[src/rtl/vlen_pkg.sv]
package vlen_pkg;
  localparam int VL_DATA_W  = 64;
  localparam int VL_LEN_W   = 4;
  localparam int VL_SIZES   = 5;

  localparam logic [1:0] ENC_OP0 = 2'b11;
  localparam logic [2:0] ENC_OP1 = 3'b110;
  localparam logic [3:0] ENC_CRN = 4'b0001;
  localparam logic [3:0] ENC_CRM = 4'b0010;
  localparam logic [2:0] ENC_OP2 = 3'b000;

  localparam logic [1:0] PRIV_TOP   = 2'd3;
  localparam logic [5:0] TRAP_CLASS = 6'h19;

  typedef enum logic [1:0] {
    ACC_NONE  = 2'd0,
    ACC_OK    = 2'd1,
    ACC_UNDEF = 2'd2,
    ACC_TRAP  = 2'd3
  } acc_kind_e;
endpackage

[src/rtl/vlen_access_decode.sv]
module vlen_access_decode
  import vlen_pkg::*;
(
  input  logic       req_vld,
  input  logic [1:0] req_op0,
  input  logic [2:0] req_op1,
  input  logic [3:0] req_crn,
  input  logic [3:0] req_crm,
  input  logic [2:0] req_op2,
  input  logic [1:0] req_el,
  input  logic       trap_en,
  output acc_kind_e  kind
);
  logic enc_hit;

  always_comb begin
    enc_hit = (req_op0 == ENC_OP0) && (req_op1 == ENC_OP1) &&
              (req_crn == ENC_CRN) && (req_crm == ENC_CRM) &&
              (req_op2 == ENC_OP2);
  end

  always_comb begin
    kind = ACC_NONE;
    if (req_vld && enc_hit) begin
      if (req_el != PRIV_TOP) begin
        kind = ACC_UNDEF;
      end else if (!trap_en) begin
        kind = ACC_TRAP;
      end else begin
        kind = ACC_OK;
      end
    end
  end
endmodule

[src/rtl/vlen_len_store.sv]
module vlen_len_store #(
  parameter int LEN_W = 4
) (
  input  logic             clk,
  input  logic             rst_n,
  input  logic             wr_en,
  input  logic [LEN_W-1:0] wr_len,
  output logic [LEN_W-1:0] len_q
);
  logic [LEN_W-1:0] len_d;

  always_comb begin
    len_d = len_q;
    if (wr_en) begin
      len_d = wr_len;
    end
  end

  always_ff @(posedge clk or negedge rst_n) begin
    if (!rst_n) begin
      len_q <= '0;
    end else if (wr_en) begin
      len_q <= len_d;
    end
  end
endmodule

[src/rtl/vlen_round.sv]
module vlen_round #(
  parameter int LEN_W = 4,
  parameter int SIZES = 5,
  parameter int MAX_K = 4
) (
  input  logic [LEN_W-1:0] len,
  input  logic [SIZES-2:0] sup_mask,
  output logic [LEN_W-1:0] eff_len
);
  localparam int UNITS_W = LEN_W + 1;
  localparam int K_W     = $clog2(SIZES);

  logic [UNITS_W-1:0] units;
  logic [SIZES-1:0]   fits;
  logic [K_W-1:0]     best_k;

  assign units = {1'b0, len} + UNITS_W'(1);

  genvar gk;
  generate
    for (gk = 0; gk < SIZES; gk++) begin : g_size
      if (gk == 0) begin : g_base
        assign fits[gk] = 1'b1;
      end else if (gk > MAX_K) begin : g_absent
        assign fits[gk] = 1'b0;
      end else begin : g_opt
        assign fits[gk] = sup_mask[gk-1] && (units >= UNITS_W'(1 << gk));
      end
    end
  endgenerate

  always_comb begin
    best_k = '0;
    for (int k = 0; k < SIZES; k++) begin
      if (fits[k]) begin
        best_k = K_W'(k);
      end
    end
  end

  always_comb begin
    for (int i = 0; i < LEN_W; i++) begin
      eff_len[i] = (i < int'(best_k));
    end
  end
endmodule

[src/rtl/vlen_ctl_reg.sv]
module vlen_ctl_reg
  import vlen_pkg::*;
#(
  parameter int DATA_W = VL_DATA_W,
  parameter int LEN_W  = VL_LEN_W,
  parameter int MAX_K  = VL_SIZES - 1
) (
  input  logic                 clk,
  input  logic                 rst_n,
  input  logic                 req_vld,
  input  logic                 req_wr,
  input  logic [1:0]           req_op0,
  input  logic [2:0]           req_op1,
  input  logic [3:0]           req_crn,
  input  logic [3:0]           req_crm,
  input  logic [2:0]           req_op2,
  input  logic [1:0]           req_el,
  input  logic                 trap_en,
  input  logic [DATA_W-1:0]    wr_data,
  input  logic [VL_SIZES-2:0]  sup_mask,
  output logic [DATA_W-1:0]    rd_data,
  output logic                 rd_vld,
  output logic                 undef,
  output logic                 trap,
  output logic [5:0]           trap_class,
  output logic [LEN_W-1:0]     eff_len
);
  acc_kind_e        kind;
  logic             wr_en;
  logic [LEN_W-1:0] len_q;
  logic             unused_wr_hi;

  assign unused_wr_hi = ^wr_data[DATA_W-1:LEN_W];

  vlen_access_decode u_dec (
    .req_vld (req_vld),
    .req_op0 (req_op0),
    .req_op1 (req_op1),
    .req_crn (req_crn),
    .req_crm (req_crm),
    .req_op2 (req_op2),
    .req_el  (req_el),
    .trap_en (trap_en),
    .kind    (kind)
  );

  assign wr_en = (kind == ACC_OK) && req_wr;

  vlen_len_store #(.LEN_W(LEN_W)) u_store (
    .clk    (clk),
    .rst_n  (rst_n),
    .wr_en  (wr_en),
    .wr_len (wr_data[LEN_W-1:0]),
    .len_q  (len_q)
  );

  vlen_round #(.LEN_W(LEN_W), .SIZES(VL_SIZES), .MAX_K(MAX_K)) u_round (
    .len      (len_q),
    .sup_mask (sup_mask),
    .eff_len  (eff_len)
  );

  always_comb begin
    rd_vld     = (kind == ACC_OK) && !req_wr;
    undef      = (kind == ACC_UNDEF);
    trap       = (kind == ACC_TRAP);
    trap_class = trap ? TRAP_CLASS : 6'h00;
    rd_data    = '0;
    if (rd_vld) begin
      rd_data = {{(DATA_W-LEN_W){1'b0}}, len_q};
    end
  end
endmodule

[config.mk]
export PLATFORM = sky130hd
export DESIGN_NAME = vlen_ctl_reg
export DESIGN_NICKNAME = d
export VERILOG_FILES = /design/src/rtl/vlen_pkg.sv /design/src/rtl/vlen_access_decode.sv /design/src/rtl/vlen_len_store.sv /design/src/rtl/vlen_round.sv /design/src/rtl/vlen_ctl_reg.sv
export SDC_FILE = /design/constraint.sdc
export NUM_CORES = 1
export LEC_CHECK = 0
export BUFFER_PORTS_ARGS = -buffer_cell sky130_fd_sc_hd__buf_2
export CORE_AREA = 2 2 64 66
export CTS_CLUSTER_DIAMETER = 40
export DETAILED_ROUTE_END_ITERATION = 12
export DIE_AREA = 0 0 66 68
export PLACE_DENSITY = 0.77
export SETUP_SLACK_MARGIN = 0.15
export SKIP_CTS_REPAIR_TIMING = 1
export SLEW_MARGIN = 20
export SYNTH_ARGS = -nofsm -noshare
export SYNTH_HDL_FRONTEND = slang
export SYNTH_SLANG_ARGS = --single-unit
[constraint.sdc]
create_clock -name clk -period 3.8 [get_ports clk]
set_input_delay 0.76 -clock clk [delete_from_list [all_inputs] [get_ports clk]]
set_output_delay 0.76 -clock clk [all_outputs]
set_load 0.005 [all_outputs]
Word level (Yosys, flattened, before mapping):

Cells that the tools add are included.

* add/subtract/negate cells: 1
* multipliers: 0
* div/mod/pow operators: 0
* magnitude comparators: 8
* eq/ne operators: 8
* shifts and indexed selects: 0
* multiplexer cells: 9
* bitwise gates (word level): 0
* reductions and logical operators: 13

Operators with widths (number)
* $logic_and A1 B1 Y1: 11
* $mux W2: 5
* $eq A2 B2 Y1 const B: 3
* $lt A1 B3 Y1 const A: 2
* $lt A2 B3 Y1 const A: 2
* $add A4 B1 Y5 const B: 1
* $ge A5 B2 Y1 const B: 1
* $ge A5 B3 Y1 const B: 1
* $ge A5 B4 Y1 const B: 1
* $ge A5 B5 Y1 const B: 1
* $mux W5: 1
* $eq A4 B1 Y1 const B: 1
* $eq A4 B2 Y1 const B: 1
* $mux W4: 1
* $eq A3 B3 Y1 const B: 1
* $logic_not A3 Y1: 1
* $mux W3: 1
* $eq A2 B1 Y1 const B: 1
* $ne A2 B2 Y1 const B: 1
* $logic_not A1 Y1: 1
* $mux W1: 1

* bits in registers: 4
* latch bits: 0
* RAM bits: 0
* memory bits (read-only): 0
* input port bits: 91
* output and inout port bits: 77
* memories: 0

Logic depth before layout (Yosys ltp):

* depth in word-level cells: 10
* gate-level depth with buffers: 5

Hierarchy:

Synthesis repeated with hierarchy kept, for this count alone.

* cell total of the unflattened synthesis: 113
* area, all modules: 923.4 µm²

By module, submodules not included
* vlen_ctl_reg: instances 1, cells each 75, area an instance 583.1 µm²
* vlen_len_store: instances 1, cells each 8, area an instance 145.1 µm²
* vlen_round: instances 1, cells each 21, area an instance 125.1 µm²
* vlen_access_decode: instances 1, cells each 9, area an instance 70.1 µm²

Worst setup path before layout:

OpenSTA, ideal clock, no wires.

* kind: input to output
* from: in req_op2[2]
* to: out trap_class[0]
* data arrival time: 1913 ps
* data required time: 3040 ps
* slack: 1127 ps
* cell stages on the path: 5
* path through: nand4b_2 -> nor4b_4 -> nand2_1 -> nor3_1 -> buf_4

* cells in the longest elaborated chain, start to end: 6

Ends and longest elaborated chain
* start: declaration: RTL line vlen_ctl_reg.sv:16 `input logic [2:0] req_op2,`
* $logic_not A3 Y1: RTL line vlen_access_decode.sv:19 `(req_op2 == ENC_OP2);`
* $logic_and A1 B1 Y1: RTL line vlen_access_decode.sv:18 `(req_crn == ENC_CRN) && (req_crm == ENC_CRM) &&`
* $logic_and A1 B1 Y1: RTL line vlen_access_decode.sv:24 `if (req_vld && enc_hit) begin`
* $mux W2: RTL line vlen_access_decode.sv:24
* $eq A2 B2 Y1: RTL line vlen_ctl_reg.sv:66 `trap = (kind == ACC_TRAP);`
* named net trap: RTL line vlen_ctl_reg.sv:24 `output logic trap,`
* $mux W5: RTL line vlen_ctl_reg.sv:67 `trap_class = trap ? TRAP_CLASS : 6'h00;`
* end: declaration: RTL line vlen_ctl_reg.sv:25 `output logic [5:0] trap_class,`

The timed path passes the listed nets, and every way through them passes these cells.

Worst setup path after layout:

* from: in req_crn[2]
* to: out trap

* cells in the longest elaborated chain, start to end: 7

Ends and longest elaborated chain
* start: declaration: RTL line vlen_ctl_reg.sv:14 `input logic [3:0] req_crn,`
* $eq A4 B1 Y1: RTL line vlen_access_decode.sv:18
* $logic_and A1 B1 Y1: RTL line vlen_access_decode.sv:17 `enc_hit = (req_op0 == ENC_OP0) && (req_op1 == ENC_OP1) &&`
* $logic_and A1 B1 Y1 (2 in a row): RTL line vlen_access_decode.sv:18
* $logic_and A1 B1 Y1: RTL line vlen_access_decode.sv:24
* $mux W2: RTL line vlen_access_decode.sv:24
* $eq A2 B2 Y1: RTL line vlen_ctl_reg.sv:66
* end: declaration: RTL line vlen_ctl_reg.sv:24

Every way passes these cells.

==> flow_summary.html <==
<table>
<tr><th>Metric</th><th>Value</th></tr>
<tr><th colspan="2">Status</th></tr>
<tr><td>Result of the run</td><td>finished, final reports clean</td></tr>
<tr><th colspan="2">Pwr</th></tr>
<tr><td>Overall power</td><td>167 uW</td></tr>
<tr><td>Total power density per cell area</td><td>approximately 160 mW/mm2</td></tr>
<tr><td>Leak Pwr</td><td>around 0.63 nW</td></tr>
<tr><td>Worst IR Drop VDD</td><td>roughly 0.00011 V</td></tr>
<tr><th colspan="2">Yosys</th></tr>
<tr><td>Portion of netlist area occupied by mux cells</td><td>slightly above 6%</td></tr>
<tr><td>Area share of fa/ha/maj cells after synthesis</td><td>~2.6%</td></tr>
<tr><td>Register area share after synthesis</td><td>roughly 10%</td></tr>
<tr><td>Number of instances in the synthesized netlist</td><td>120</td></tr>
<tr><td>Area of the mapped netlist</td><td>978 um2</td></tr>
<tr><td>Post-synthesis register bit count</td><td>4</td></tr>
<tr><td>Share of the synthesized area in the top cell type</td><td>between 50% and 60%</td></tr>
<tr><td>Count of different cell masters after synthesis</td><td>26</td></tr>
<tr><td>Post-synthesis xor/xnor area fraction</td><td>0%</td></tr>
<tr><td>Post-synthesis compound-gate area fraction</td><td>6.27%</td></tr>
<tr><td>Combinational family with the most area after synthesis</td><td>buffers and inverters</td></tr>
<tr><td>Simple-gate portion of the synthesized area</td><td>23.0%</td></tr>
<tr><td>Area leader, netlist</td><td>sky130_fd_sc_hd__buf_4</td></tr>
<tr><td>Syn avg cell area</td><td>between 8 and 9 um2</td></tr>
<tr><td>Yosys Warn Count</td><td>0</td></tr>
<tr><td>Top area cells in the synthesized netlist</td><td>sky130_fd_sc_hd__buf_4 51%, sky130_fd_sc_hd__dfrtp_1 10%, sky130_fd_sc_hd__mux2_4 6.1%</td></tr>
<tr><th colspan="2">Global routing</th></tr>
<tr><td>Wire length of the first global-routing pass</td><td>between 2000 and 2500 um</td></tr>
<tr><td>Initial antenna violation count</td><td>0</td></tr>
<tr><td>Total overflow reported by the global router</td><td>0</td></tr>
<tr><td>Global Route Usage Sum</td><td>under 10%</td></tr>
<tr><td>Via count of the first global-routing pass</td><td>about 580</td></tr>
<tr><td>Pin count of the biggest net entering global routing</td><td>13</td></tr>
<tr><th colspan="2">Floorplanning</th></tr>
<tr><td>Std-Cell Rows</td><td>23</td></tr>
<tr><td>Boundary pin count</td><td>between 150 and 200</td></tr>
<tr><td>Initial Utilization</td><td>~25%</td></tr>
<tr><td>Die span in y</td><td>between 60 and 70 um</td></tr>
<tr><td>Die X-Extent</td><td>approximately 66 um</td></tr>
<tr><td>Area of the core region</td><td>between 0.003 and 0.004 mm2</td></tr>
<tr><td>Die area</td><td>roughly 0.0045 mm2</td></tr>
<tr><th colspan="2">Cells and area</th></tr>
<tr><td>Commonest non-fill, non-tap cells in the layout</td><td>63 x sky130_fd_sc_hd__conb_1, 44 x sky130_fd_sc_hd__buf_2, 6 x sky130_fd_sc_hd__nand2_1</td></tr>
<tr><td>Flip-flop count of the largest register, all copies and words added</td><td>4</td></tr>
<tr><td>Growth of design area from synthesis to finish</td><td>5.50%</td></tr>
<tr><td>Top Registers</td><td>u_store.len_q (4)</td></tr>
<tr><td>Largest register by flop count</td><td>u_store.len_q</td></tr>
<tr><td>Share of cells above drive strength 1</td><td>between 30% and 40%</td></tr>
<tr><td>Most common cell after layout, fill and taps aside</td><td>sky130_fd_sc_hd__conb_1</td></tr>
<tr><td>Layout net count</td><td>about 260</td></tr>
<tr><td>Antenna diodes</td><td>0</td></tr>
<tr><th colspan="2">Worst setup path</th></tr>
<tr><td>CP Buf/Inv Count</td><td>2</td></tr>
<tr><td>Critical path arrival</td><td>2.04 ns</td></tr>
<tr><td>Highest cell delay on the worst timing path</td><td>0.31 ns</td></tr>
<tr><td>Data required time at the worst endpoint</td><td>about 3.0 ns</td></tr>
<tr><td>CP top delay family</td><td>simple AND/OR/NAND/NOR gates</td></tr>
<tr><td>Critical path fanouts, max</td><td>4</td></tr>
<tr><td>Crit path capture type</td><td>primary output</td></tr>
<tr><td>Cell breakdown of the critical path</td><td>buf_2, nor4b_2, and4_1, nand2_1, nor3_1, buf_2</td></tr>
<tr><td>Crit path launch type</td><td>input pin</td></tr>
<tr><td>Most common cell on crit path</td><td>sky130_fd_sc_hd__buf_2</td></tr>
<tr><td>Critical setup path kind</td><td>input pin to primary output</td></tr>
<tr><td>Cell at the slowest stage of the critical path</td><td>sky130_fd_sc_hd__and4_1</td></tr>
<tr><th colspan="2">Place</th></tr>
<tr><td>Routability-driven placement congestion ratio</td><td>about 0.75</td></tr>
<tr><td>I/O Buffers</td><td>44</td></tr>
<tr><td>Sum of net half-perimeters after detailed placement</td><td>approximately 1600 um</td></tr>
<tr><th colspan="2">Run</th></tr>
<tr><td>Maximum capacitance violations</td><td>0</td></tr>
<tr><th colspan="2">Drt</th></tr>
<tr><td>Routed length per placed instance</td><td>between 8 and 9 um</td></tr>
<tr><td>Detailed-route DRC error count</td><td>0</td></tr>
<tr><td>Post-detailed-route via-to-cell ratio</td><td>between 3 and 4</td></tr>
<tr><td>Number of detailed-route iterations in the first pass</td><td>3</td></tr>
<tr><td>Violation count after the first detailed-routing iteration</td><td>between 50 and 60</td></tr>
<tr><td>Vias after detailed routing</td><td>744</td></tr>
<tr><td>Remaining number of nets flagged by the antenna check after routing</td><td>0</td></tr>
<tr><td>Total Routed Length</td><td>around 1800 um</td></tr>
<tr><th colspan="2">Hold path</th></tr>
<tr><td>Hold Path Class</td><td>input pin to asynchronous set/reset pin</td></tr>
<tr><th colspan="2">Clock network</th></tr>
<tr><td>Clock Root Buffer</td><td>sky130_fd_sc_hd__clkbuf_8</td></tr>
<tr><td>Maximum clock insertion buffer count</td><td>2</td></tr>
<tr><td>Number of sinks on the clock net</td><td>4</td></tr>
<tr><td>Num CTS Buffers</td><td>3</td></tr>
<tr><td>Clock latency on the worst-skew pair</td><td>0.21 ns</td></tr>
<tr><td>Number of H-tree branching levels</td><td>1</td></tr>
<tr><td>Clock transition at the registers of the reported paths</td><td>about 0.030 ns</td></tr>
<tr><td>CTS tree</td><td>built</td></tr>
<tr><th colspan="2">STA</th></tr>
<tr><td>Setup clock skew after layout</td><td>0 ns</td></tr>
<tr><td>Final Critical Period</td><td>2.80 ns</td></tr>
<tr><td>Final hold slack</td><td>about 0.34 ns</td></tr>
<tr><td>Total count of max-transition violations in the final report</td><td>0</td></tr>
<tr><td>Setup TNS</td><td>0 ns</td></tr>
<tr><td>Maximum clock rate</td><td>roughly 0.36 GHz</td></tr>
<tr><td>Unrepaired setup endpoints after global routing</td><td>no</td></tr>
<tr><td>Final hold vios</td><td>0</td></tr>
<tr><td>Total setup violations reported at the end of the flow</td><td>0</td></tr>
<tr><td>Portion of the clock cycle consumed by the worst path in the final layout</td><td>approximately 74%</td></tr>
</table>
## path summary, 6_finish.rpt
kind / from / endpoint / slack [ns] / depth (start not counted)
worst max-delay path: req_crn[2] / trap / 1.00 / 6
worst min-delay path: rst_n / u_store.len_q[3] / 0.34 / 1
worst max register to register: u_store.len_q[3] / u_store.len_q[3] / 2.89 / 1
worst min register to register: u_store.len_q[0] / u_store.len_q[0] / 0.71 / 1
max in group asynchronous: rst_n / u_store.len_q[1] / 3.34 / 1
min in group clk: u_store.len_q[0] / u_store.len_q[0] / 0.71 / 1
## final cells by class
class                           instances  area, um2
Tap cell                               50       62.6
Timing Repair Buffer                   44        220
Multi-Input combinational cell        110        608
Sequential cell                         4        100
Clock buffer                            3       41.3
Fill cell                             452       2820
## Yosys cell counts (all sizes together)
| cell | number |
|---|---|
| conb | 1 |
| or4b | 1 |
| a21oi | 5 |
| nand3 | 3 |
| o32ai | 1 |
| buf | 66 |
| and2 | 5 |
| dfrtp | 4 |
| nor4b | 2 |
| a31oi | 2 |
| mux2 | 4 |
| nor4 | 1 |
| nor2 | 2 |
| and4 | 2 |
| clkbuf | 2 |
| nand2 | 6 |
| nand4 | 1 |
| ha | 2 |
| nand4b | 2 |
| nor3b | 1 |
| nor3 | 2 |
| and3 | 2 |
| o21ai | 3 |
## routing by layer
layer  GRT usage [%]  share of wire (%)
met2            13.9                 50
met3            1.81                 14
met1            8.08                 35
met4            4.59               0.88
met5               0                  0
## power by group
group | switching [mW] | internal [mW] | total, mW | leakage, nW
registers | 0.00000300 | 0.0429 | 0.0429 | 0.0559
logic | 0.0242 | 0.0135 | 0.0378 | 0.557
clock network | 0.0193 | 0.0673 | 0.0866 | 0.0216
total | 0.0436 | 0.124 | 0.167 | 0.634
## metrics by stage
step	instance area, um2	util (%)	std cells	setup WS, ns
floorplan	1210	-	182	1.13
global placement	991	25.7	208	0.962
detailed placement	991	25.7	208	0.960
CTS	1030	26.8	211	0.947
global route	1030	26.8	211	0.829
finish	1030	26.8	211	1.00
## cells by family (layout without fill, tap and decap cells)
| kind of cell | after synthesis | count (layout) |
|---|---|---|
| simple gates | 30 | 30 |
| other cells | 1 | 63 |
| buf+inv | 68 | 47 |
| compound gates | 11 | 11 |
| mux | 4 | 4 |
| fa+ha+maj | 2 | 2 |
| flops | 4 | 4 |
Note: power is estimated with default switching activity, not from simulation.
